$ cat src/rtl/spi_byte_host_pkg.sv
package spi_byte_host_pkg;
  localparam int unsigned ADDR_W = 5;
  localparam int unsigned BYTE_W = 8;

  localparam logic [ADDR_W-1:0] ADDR_CLKID = 5'h03;
  localparam logic [ADDR_W-1:0] ADDR_CTRL  = 5'h04;
  localparam logic [ADDR_W-1:0] ADDR_STAT  = 5'h08;
  localparam logic [ADDR_W-1:0] ADDR_DATA  = 5'h0C;
  localparam logic [ADDR_W-1:0] ADDR_CSEL  = 5'h10;

  localparam logic [BYTE_W-1:0] CSEL_NONE = 8'hFF;

  typedef struct packed {
    logic       cpol;
    logic       cpha;
    logic [3:0] div;
  } ctrl_t;

  localparam ctrl_t CTRL_RST = '{cpol: 1'b0, cpha: 1'b0, div: 4'hF};
endpackage

$ cat src/rtl/spi_byte_host_regs.sv
module spi_byte_host_regs
  import spi_byte_host_pkg::*;
#(
  parameter logic [3:0] CLK_CODE = 4'h4
) (
  input  logic              clk_i,
  input  logic              rst_ni,
  input  logic [ADDR_W-1:0] addr_i,
  input  logic              wr_i,
  input  logic [BYTE_W-1:0] wdata_i,
  input  logic              rd_i,
  output logic [BYTE_W-1:0] rdata_o,
  input  logic              busy_i,
  input  logic [BYTE_W-1:0] rx_i,
  output ctrl_t             ctrl_o,
  output logic              start_o,
  output logic [BYTE_W-1:0] tx_o,
  output logic [BYTE_W-1:0] csel_o,
  output logic              sem_o
);
  ctrl_t             ctrl_q;
  logic [BYTE_W-1:0] csel_q;
  logic              sem_q;

  logic hit_ctrl_w, hit_stat_w, hit_stat_r, hit_data_w, hit_csel_w;

  assign hit_ctrl_w = wr_i && (addr_i == ADDR_CTRL);
  assign hit_stat_w = wr_i && (addr_i == ADDR_STAT);
  assign hit_stat_r = rd_i && (addr_i == ADDR_STAT);
  assign hit_data_w = wr_i && (addr_i == ADDR_DATA);
  assign hit_csel_w = wr_i && (addr_i == ADDR_CSEL);

  always_ff @(posedge clk_i or negedge rst_ni) begin
    if (!rst_ni) begin
      ctrl_q <= CTRL_RST;
      csel_q <= CSEL_NONE;
    end else begin
      if (hit_ctrl_w) ctrl_q <= ctrl_t'(wdata_i[5:0]);
      if (hit_csel_w) csel_q <= wdata_i;
    end
  end

  // ownership flag: release by write, acquire by read (read wins)
  always_ff @(posedge clk_i or negedge rst_ni) begin
    if (!rst_ni) begin
      sem_q <= 1'b0;
    end else if (hit_stat_r) begin
      sem_q <= 1'b1;
    end else if (hit_stat_w && wdata_i[0]) begin
      sem_q <= 1'b0;
    end
  end

  always_comb begin
    rdata_o = '0;
    unique case (addr_i)
      ADDR_CLKID: rdata_o = {4'h0, CLK_CODE};
      ADDR_CTRL:  rdata_o = {2'b00, ctrl_q};
      ADDR_STAT:  rdata_o = {6'b0, busy_i, sem_q};
      ADDR_DATA:  rdata_o = rx_i;
      ADDR_CSEL:  rdata_o = csel_q;
      default:    rdata_o = '0;
    endcase
  end

  assign start_o = hit_data_w && !busy_i;
  assign tx_o    = wdata_i;
  assign ctrl_o  = ctrl_q;
  assign csel_o  = csel_q;
  assign sem_o   = sem_q;
endmodule

$ cat src/rtl/spi_byte_host_clkdiv.sv
module spi_byte_host_clkdiv #(
  parameter int unsigned CODE_W = 4
) (
  input  logic              clk_i,
  input  logic              rst_ni,
  input  logic              run_i,
  input  logic [CODE_W-1:0] code_i,
  output logic              tick_o
);
  localparam int unsigned CNT_W = (1 << CODE_W) - 1;

  logic [CNT_W-1:0] cnt_q;
  logic [CNT_W-1:0] lim;

  // 2^code - 1; code = CNT_W wraps to all ones
  assign lim    = (CNT_W'(1) << code_i) - CNT_W'(1);
  assign tick_o = run_i && (cnt_q == lim);

  always_ff @(posedge clk_i or negedge rst_ni) begin
    if (!rst_ni) begin
      cnt_q <= '0;
    end else if (!run_i || tick_o) begin
      cnt_q <= '0;
    end else begin
      cnt_q <= cnt_q + CNT_W'(1);
    end
  end
endmodule

$ cat src/rtl/spi_byte_host_shifter.sv
module spi_byte_host_shifter #(
  parameter int unsigned WORD_W = 8
) (
  input  logic              clk_i,
  input  logic              rst_ni,
  input  logic              start_i,
  input  logic [WORD_W-1:0] tx_i,
  input  logic              tick_i,
  input  logic              cpha_i,
  input  logic              miso_i,
  output logic              busy_o,
  output logic              phase_o,
  output logic              mosi_o,
  output logic [WORD_W-1:0] rx_o
);
  localparam int unsigned EDGES  = 2 * WORD_W;
  localparam int unsigned EDGE_W = $clog2(EDGES);

  logic              busy_q, phase_q;
  logic [EDGE_W-1:0] edge_q;
  logic [WORD_W-1:0] tx_sh_q, rx_sh_q, rx_q;
  logic              leading, do_sample, do_shift, last_edge;
  logic [WORD_W-1:0] rx_next;

  assign leading   = !edge_q[0];
  assign do_sample = cpha_i ? !leading : leading;
  assign do_shift  = cpha_i ? (leading && (edge_q != '0)) : !leading;
  assign last_edge = (edge_q == EDGE_W'(EDGES - 1));
  assign rx_next   = {rx_sh_q[WORD_W-2:0], miso_i};

  always_ff @(posedge clk_i or negedge rst_ni) begin
    if (!rst_ni) begin
      busy_q  <= 1'b0;
      phase_q <= 1'b0;
      edge_q  <= '0;
      tx_sh_q <= '0;
      rx_sh_q <= '0;
      rx_q    <= '0;
    end else if (start_i) begin
      busy_q  <= 1'b1;
      phase_q <= 1'b0;
      edge_q  <= '0;
      tx_sh_q <= tx_i;
      rx_sh_q <= '0;
    end else if (busy_q && tick_i) begin
      phase_q <= !phase_q;
      edge_q  <= edge_q + EDGE_W'(1);
      if (do_sample) rx_sh_q <= rx_next;
      if (do_shift)  tx_sh_q <= {tx_sh_q[WORD_W-2:0], 1'b0};
      if (last_edge) begin
        busy_q <= 1'b0;
        rx_q   <= cpha_i ? rx_next : rx_sh_q;
      end
    end
  end

  assign busy_o  = busy_q;
  assign phase_o = phase_q;
  assign mosi_o  = tx_sh_q[WORD_W-1];
  assign rx_o    = rx_q;
endmodule

$ cat src/rtl/spi_byte_host.sv
module spi_byte_host
  import spi_byte_host_pkg::*;
#(
  parameter int unsigned NUM_CS   = 8,
  parameter logic [3:0]  CLK_CODE = 4'h4
) (
  input  logic              clk_i,
  input  logic              rst_ni,
  input  logic [4:0]        addr_i,
  input  logic              wr_i,
  input  logic [7:0]        wdata_i,
  input  logic              rd_i,
  output logic [7:0]        rdata_o,
  output logic              sck_o,
  output logic              mosi_o,
  input  logic              miso_i,
  output logic [NUM_CS-1:0] cs_no
);
  ctrl_t             ctrl_w;
  logic              busy_w, start_w, tick_w, phase_w, sem_w, cpol_w;
  logic [BYTE_W-1:0] tx_w, rx_w, csel_w;

  spi_byte_host_regs #(.CLK_CODE(CLK_CODE)) u_regs (
    .clk_i   (clk_i),
    .rst_ni  (rst_ni),
    .addr_i  (addr_i),
    .wr_i    (wr_i),
    .wdata_i (wdata_i),
    .rd_i    (rd_i),
    .rdata_o (rdata_o),
    .busy_i  (busy_w),
    .rx_i    (rx_w),
    .ctrl_o  (ctrl_w),
    .start_o (start_w),
    .tx_o    (tx_w),
    .csel_o  (csel_w),
    .sem_o   (sem_w)
  );

  spi_byte_host_clkdiv #(.CODE_W(4)) u_div (
    .clk_i  (clk_i),
    .rst_ni (rst_ni),
    .run_i  (busy_w),
    .code_i (ctrl_w.div),
    .tick_o (tick_w)
  );

  spi_byte_host_shifter #(.WORD_W(BYTE_W)) u_shift (
    .clk_i   (clk_i),
    .rst_ni  (rst_ni),
    .start_i (start_w),
    .tx_i    (tx_w),
    .tick_i  (tick_w),
    .cpha_i  (ctrl_w.cpha),
    .miso_i  (miso_i),
    .busy_o  (busy_w),
    .phase_o (phase_w),
    .mosi_o  (mosi_o),
    .rx_o    (rx_w)
  );

  assign cpol_w = ctrl_w.cpol;
  assign sck_o  = phase_w ^ cpol_w;

  for (genvar i = 0; i < NUM_CS; i++) begin : g_cs
    assign cs_no[i] = (csel_w != BYTE_W'(i));
  end
endmodule

$ cat config.mk
export PLATFORM = sky130hd
export DESIGN_NAME = spi_byte_host
export DESIGN_NICKNAME = d
export VERILOG_FILES = /design/src/rtl/spi_byte_host_pkg.sv /design/src/rtl/spi_byte_host_regs.sv /design/src/rtl/spi_byte_host_clkdiv.sv /design/src/rtl/spi_byte_host_shifter.sv /design/src/rtl/spi_byte_host.sv
export SDC_FILE = /design/constraint.sdc
export NUM_CORES = 1
export LEC_CHECK = 0
export ABC_AREA = 1
export BUFFER_PORTS_ARGS = -buffer_cell sky130_fd_sc_hd__buf_2
export CAP_MARGIN = 30
export CORE_MARGIN = 3
export CORE_UTILIZATION = 59
export CTS_CLUSTER_SIZE = 20
export DETAILED_ROUTE_END_ITERATION = 12
export GPL_TIMING_DRIVEN = 1
export PLACE_DENSITY = 0.8
export REMOVE_ABC_BUFFERS = 1
export SETUP_SLACK_MARGIN = 0.15
export SYNTH_ARGS = -nofsm -noshare
export SYNTH_HDL_FRONTEND = slang
export SYNTH_SLANG_ARGS = --single-unit
$ cat constraint.sdc
create_clock -name clk_i -period 2.6 [get_ports clk_i]
set_input_delay 0.52 -clock clk_i [delete_from_list [all_inputs] [get_ports clk_i]]
set_output_delay 0.52 -clock clk_i [all_outputs]
set_load 0.02 [all_outputs]
Yosys cells after proc, flatten, opt, wreduce, memory -nomap -nowiden
Index checks and enable logic that the tools add are counted.
Widths: inputs -> output; s select.
Storage, ports and cells
  register bits: 60
  latch bits: 0
  bits in writable memories: 0
  ROM bits: 0
  bits of input ports: 18
  word-level logic and storage cells: 77
  memories kept: 0
Operators by class
  $add $sub $neg: 3
  multiply operators: 0
  div/mod/pow operators: 0
  magnitude comparators: 0
  equality and inequality tests: 14
  shift operators: 1
  muxes and demuxes: 20
  bitwise gates (word level): 2
  reductions and logical operators: 25
Operator list (number)
  $mux 8: 7
  $pmux 8 s5: 1
  $ne 8x3->1 const B: 4
  $ne 8x2->1 const B: 2
  $add 15x1->15 const B: 1
  $eq 15x15->1: 1
  $mux 15: 1
  $shl 1x4->15 const A: 1
  $sub 15x2->15 const B: 1
  $eq 5x4->1 const B: 2
  $logic_and 1x1->1: 10
  $reduce_bool 2->1: 5
  $mux 1: 9
  $mux 4: 2
  $ne 8x1->1 const B: 1
  $reduce_bool 8->1: 1
  $reduce_and 2->1: 3
  $eq 5x2->1 const B: 1
  $eq 5x3->1 const B: 1
  $eq 5x5->1 const B: 1
  $add 4x1->4 const B: 1
  $eq 4x4->1 const B: 1
  $reduce_bool 4->1: 1
  $logic_not 1->1: 3
  4 further kinds: 4

Depth between registers and ports, before layout
  word-level depth: 7
  depth in mapped cells: 20
  depth with buffers taken out: 18

Modules after synthesis
From an unflattened synthesis, not the netlist that was laid out.
Unflattened totals
  cells, all modules: 553
  area, all modules: 3990.1 µm²
By module, submodules not included
  spi_byte_host_shifter: times used 1, cells each 183, area each 1526.5 µm², sequential area each 750.7 µm²
  spi_byte_host_clkdiv: times used 1, cells each 199, area each 1298.7 µm², sequential area each 375.4 µm²
  spi_byte_host_regs: times used 1, cells each 137, area each 1022.2 µm², sequential area each 390.4 µm²
  spi_byte_host: times used 1, cells each 34, area each 142.6 µm², sequential area each 0.0 µm²

Worst setup path after synthesis
No wires, ideal clock.
  kind: reg2reg
  from: register u_regs.ctrl_q, in the netlist u_regs.ctrl_o[3]
  to: register u_div.cnt_q[9]
  setup time: 0.121 ns
  arrival: 2.285 ns
  data required time: 2.479 ns
  path slack: 0.194 ns
  cell stages (with the launch flop): 21
  path buffers: 4
  path through: dfstp_2 -> buf_6 -> nor2_8 -> nand2_1 -> ha_1 -> inv_1 -> nand2_1 -> nand2_1 -> nand2_1 -> nand2_1 -> inv_1 -> nand2_1 -> nor2_1 -> nand2_2 -> nor2_2 -> and2_4 -> buf_6 -> or2_1 -> buf_6 -> buf_6 -> nor2_2
On the way
  longest elaborated chain between the ends: 6
Ends and longest elaborated chain
  from (decl): RTL line spi_byte_host_regs.sv:21  | ctrl_t ctrl_q;
  from (signal assigned): RTL line spi_byte_host_regs.sv:38  | if (hit_ctrl_w) ctrl_q <= ctrl_t'(wdata_i[5:0]);
  $shl 1x4->15: RTL line spi_byte_host_clkdiv.sv:16  | assign lim = (CNT_W'(1) << code_i) - CNT_W'(1);
  $sub 15x2->15: RTL line spi_byte_host_clkdiv.sv:16
  $eq 15x15->1: RTL line spi_byte_host_clkdiv.sv:17  | assign tick_o = run_i && (cnt_q == lim);
  $logic_and 1x1->1: RTL line spi_byte_host_clkdiv.sv:17
  $logic_or 1x1->1: RTL line spi_byte_host_clkdiv.sv:22  | end else if (!run_i || tick_o) begin
  $mux 15: RTL line spi_byte_host_clkdiv.sv:22
  to (signal assigned): RTL line spi_byte_host_clkdiv.sv:25  | cnt_q <= cnt_q + CNT_W'(1);
  to (decl): RTL line spi_byte_host_clkdiv.sv:12  | logic [CNT_W-1:0] cnt_q;
Every way passes these cells.
A chain may end at the register's enable or synchronous reset.

Final worst setup path
  from: register u_regs.ctrl_q, in the netlist u_regs.ctrl_o[1]
  to: register u_div.cnt_q[13]
Same word-level chain as after synthesis.

==> results.py <==
metrics = {
    "clock_network": {
        "cts.sinks": 60,
        "htree_num_levels": 3,
        "cts-hold-fix-buffers": 0,
        "cts_buffers": 9,
        "cts_tree": "yes",
        "insertion_delay_ns": 0.35,
        "clk_pin_slew_ns": 0.08,
        "clock-root-buffer": "clkbuf_8",
        "ctsLongestPathBuffers": 2,
    },
    "drt": {
        "routed_wl_um": 9060,
        "vias_per_cell": 5.61,
        "first_pass_iters": 5,
        "drc": 0,
        "drt-wirelength-per-cell_um": 14.7,
        "drtIter0Drc": 237,
        "vias": 3451,
        "ant_nets": 0,
    },
    "global_routing": {
        "grt_pass1_vias": 3217,
        "grt_pass1_wl_um": 15200,
        "overflow": 0,
        "antenna_found_initial": 0,
        "grt.total_usage_pct": 26.5,
        "grt_max_degree": 61,
    },
    "setup_path": {
        "cp_common_cell": "nand2_1",
        "rrSetupSlack_ns": 0.27,
        "crit_chain": "nor2_4, nand2_2, ha_4, inv_1, nand2_1, nand2_1, nand2_1, nand2_1, inv_1, nand2_1, nor2_1, nand2_2, nor2_4, and2_4, or2_4, clkbuf_16, nor2_2",
        "critical_path.max_stage_delay_ns": 0.64,
        "crit_required_ns": 2.83,
        "cp-end-kind": "flip-flop",
        "worstReg2RegStart": "u_regs.ctrl_o[1]",
        "worst_setup_path_start_kind": "flip-flop",
        "worstRegToRegCells": 17,
        "arrival_ns": 2.57,
        "r2r-end": "u_div.cnt_q[13]",
        "path_class": "reg2reg",
        "crit_slowest_cell": "dfstp_2",
        "crit_path_max_fanout": 7,
    },
    "sta": {
        "fmax_mhz": 428,
        "setup_ws_ns": 0.266,
        "period_minus_slack_ns": 2.33,
        "worst_slew_pin_slew_ns": 0.758,
        "rsz0062_at_grt": "false",
        "post-route-period-util_pct": 89.8,
        "hold_viol": 0,
        "timing.hold.ws_ns": 0.339,
        "slew_headroom_pct": 49.5,
        "finalSetupTns_ns": 0,
        "clock_skew_ns": 0.0143,
        "final_max_slew_viol_count": 0,
        "setup_viol": 0,
    },
    "floorplan": {
        "die_y_um": 84.4,
        "dieArea_sq_um": 7130,
        "core_area_sq_um": 5740,
        "die_w_um": 84.4,
        "rows": 27,
        "start_util_pct": 63.2,
        "ios": 36,
    },
    "pwr": {
        "ir_drop_mv": 0.497,
        "power_density_nw_per_um2": 844,
        "p_leak_nw": 2.11,
    },
    "cells_and_area": {
        "area_growth_pct": 16.3,
        "drive_gt1_share_pct": 21.9,
        "fin_cells": 615,
        "diodes": 0,
        "n_fill_cell": 454,
        "fin_util_pct": 73.5,
        "nets": 560,
    },
    "synthesis": {
        "syn_area_sq_um": 3630,
        "synth_most_common_cell": "nand2_1",
        "synth_top_area_share_pct": 33.1,
        "synthFlopType": "dfrtp_1",
        "ys_types": 35,
        "synth_seq_cells": 60,
        "ys_seq_area_share_pct": 41.8,
        "yosysWarnings": 0,
        "synth_common_cells": "nand2_1, inv_1, dfrtp_1",
        "synth_edf_count": 0,
        "async_flop_share_pct": 100,
        "synth_area_leaders": "dfrtp_1, nand2_1, dfstp_2, nand3_1, inv_1",
        "synthCells": 492,
        "syn_area_per_cell_sq_um": 7.37,
        "synth_area_leader_cell": "dfrtp_1",
    },
    "place": {
        "pre_cts_ws_ns": 0.0854,
        "dp.cells": 594,
        "place_hpwl_um": 6340,
        "place.gp.congestion": 0.901,
        "io_buffers": 35,
    },
    "worst_hold_path": {
        "hold_path.class": "in2async",
    },
    "job": {
        "cap_violations": 0,
    },
    "run_status": {
        "status": "complete, no violations",
    },
}
==> area by class of cell <==
type                            instances  area (sq um)  share of cell area (%)
Clock buffer                            9           124                    2.94
Clock inverter                          7          73.8                    1.75
Inverter                               56           215                    5.10
Multi-Input combinational cell        357          1840                    43.6
Sequential cell                        60          1520                    35.9
Tap cell                               72          90.1                    2.13
Timing Repair Buffer                   54           359                    8.51
==> layout by cell type, fill, tap and decap left out, types with 2 or more instances in the layout <==
| cell type | n |
|---|---|
| nand2_2 | 6 |
| inv_4 | 2 |
| clkinv_2 | 2 |
| o21ai_2 | 2 |
| buf_2 | 35 |
| buf_4 | 15 |
| nor2_2 | 12 |
| nor2_1 | 30 |
| nand4_1 | 31 |
| nand2_1 | 148 |
| xor2_1 | 10 |
| ha_1 | 3 |
| nor3_1 | 2 |
| nand3_1 | 43 |
| clkbuf_8 | 9 |
| o2111ai_1 | 3 |
| o22ai_1 | 2 |
| inv_1 | 53 |
| o21ai_0 | 39 |
| nand3b_1 | 2 |
| xnor2_1 | 3 |
| a22o_1 | 2 |
| dfrtp_1 | 48 |
| dfstp_2 | 12 |
| nor2_4 | 5 |
| inv_6 | 2 |
| nand3_2 | 2 |
==> sequential cells by signal, indices dropped and copies added, names as in the netlist <==
register,flops
u_div.cnt_q,15
u_regs.csel_o,8
u_regs.ctrl_o,6
u_regs.sem_o,1
u_shift.busy_o,1
u_shift.edge_q,4
u_shift.phase_o,1
u_shift.rx_o,8
u_shift.rx_sh_q,8
u_shift.tx_sh_q,8
==> worst max-delay path by stage <==
stage	start	end	slack, ns
3_3_place_gp	u_regs.ctrl_o[1]	u_shift.rx_sh_q[7]	0.23
6_report	u_regs.ctrl_o[1]	u_div.cnt_q[13]	0.27
5_1_grt	u_regs.ctrl_o[1]	u_div.cnt_q[9]	0.11
2_1_floorplan	u_regs.ctrl_o[3]	u_div.cnt_q[14]	-0.05
4_1_cts	u_regs.ctrl_o[1]	u_div.cnt_q[2]	0.15
3_5_place_dp	u_regs.ctrl_o[1]	u_shift.tx_sh_q[7]	0.09
==> critical path, delay by kind of cell (launching register included) <==
| kind | cells | cell delay [ns] |
|---|---|---|
| fa+ha+maj | 1 | 0.18 |
| buf+inv | 3 | 0.26 |
| flops | 1 | 0.64 |
| simple gates | 13 | 1.15 |
==> routing by layer <==
| metal | global-route usage (%) | vias up | part of all wire [%] |
|---|---|---|---|
| met5 | 0 | - | 0 |
| met2 | 39.2 | 130 | 44 |
| met4 | 9.50 | 0 | 1.7 |
| met3 | 5.69 | 17 | 8.5 |
| met1 | 38.6 | 1604 | 46 |
| li1 | - | 1700 | - |
==> per-stage QoR <==
step / power, mW / cell area [sq um]
global placement: 2.53 / 3890
detailed placement: 2.58 / 3890
global route: 3.82 / 4220
finish: 3.56 / 4220
floorplan: 2.21 / 3510
CTS: 3.45 / 4100
==> cell families after synthesis <==
logic type	synth area share [%]
fa+ha+maj	1.38
compound gates	8.14
flops	41.8
simple gates	36.4
xor+xnor	3.14
buf+inv	9.17
==> power breakdown <==
group          internal, mW  switching [mW]  total (mW)
logic                 0.497           0.790        1.29
registers              1.17           0.250        1.42
clock network         0.447           0.406       0.852
total                  2.12            1.45        3.56
==> repair_timing <==
action                                 in CTS  in global routing
resized for setup                           2                 18
pin swaps                                   1                  6
gates cloned                                0                  2
endpoints found under the hold margin       0                  0
buffers inserted                            1                  2
setup endpoints to repair                  30                 45
Note: power is estimated with default switching activity, not from simulation.
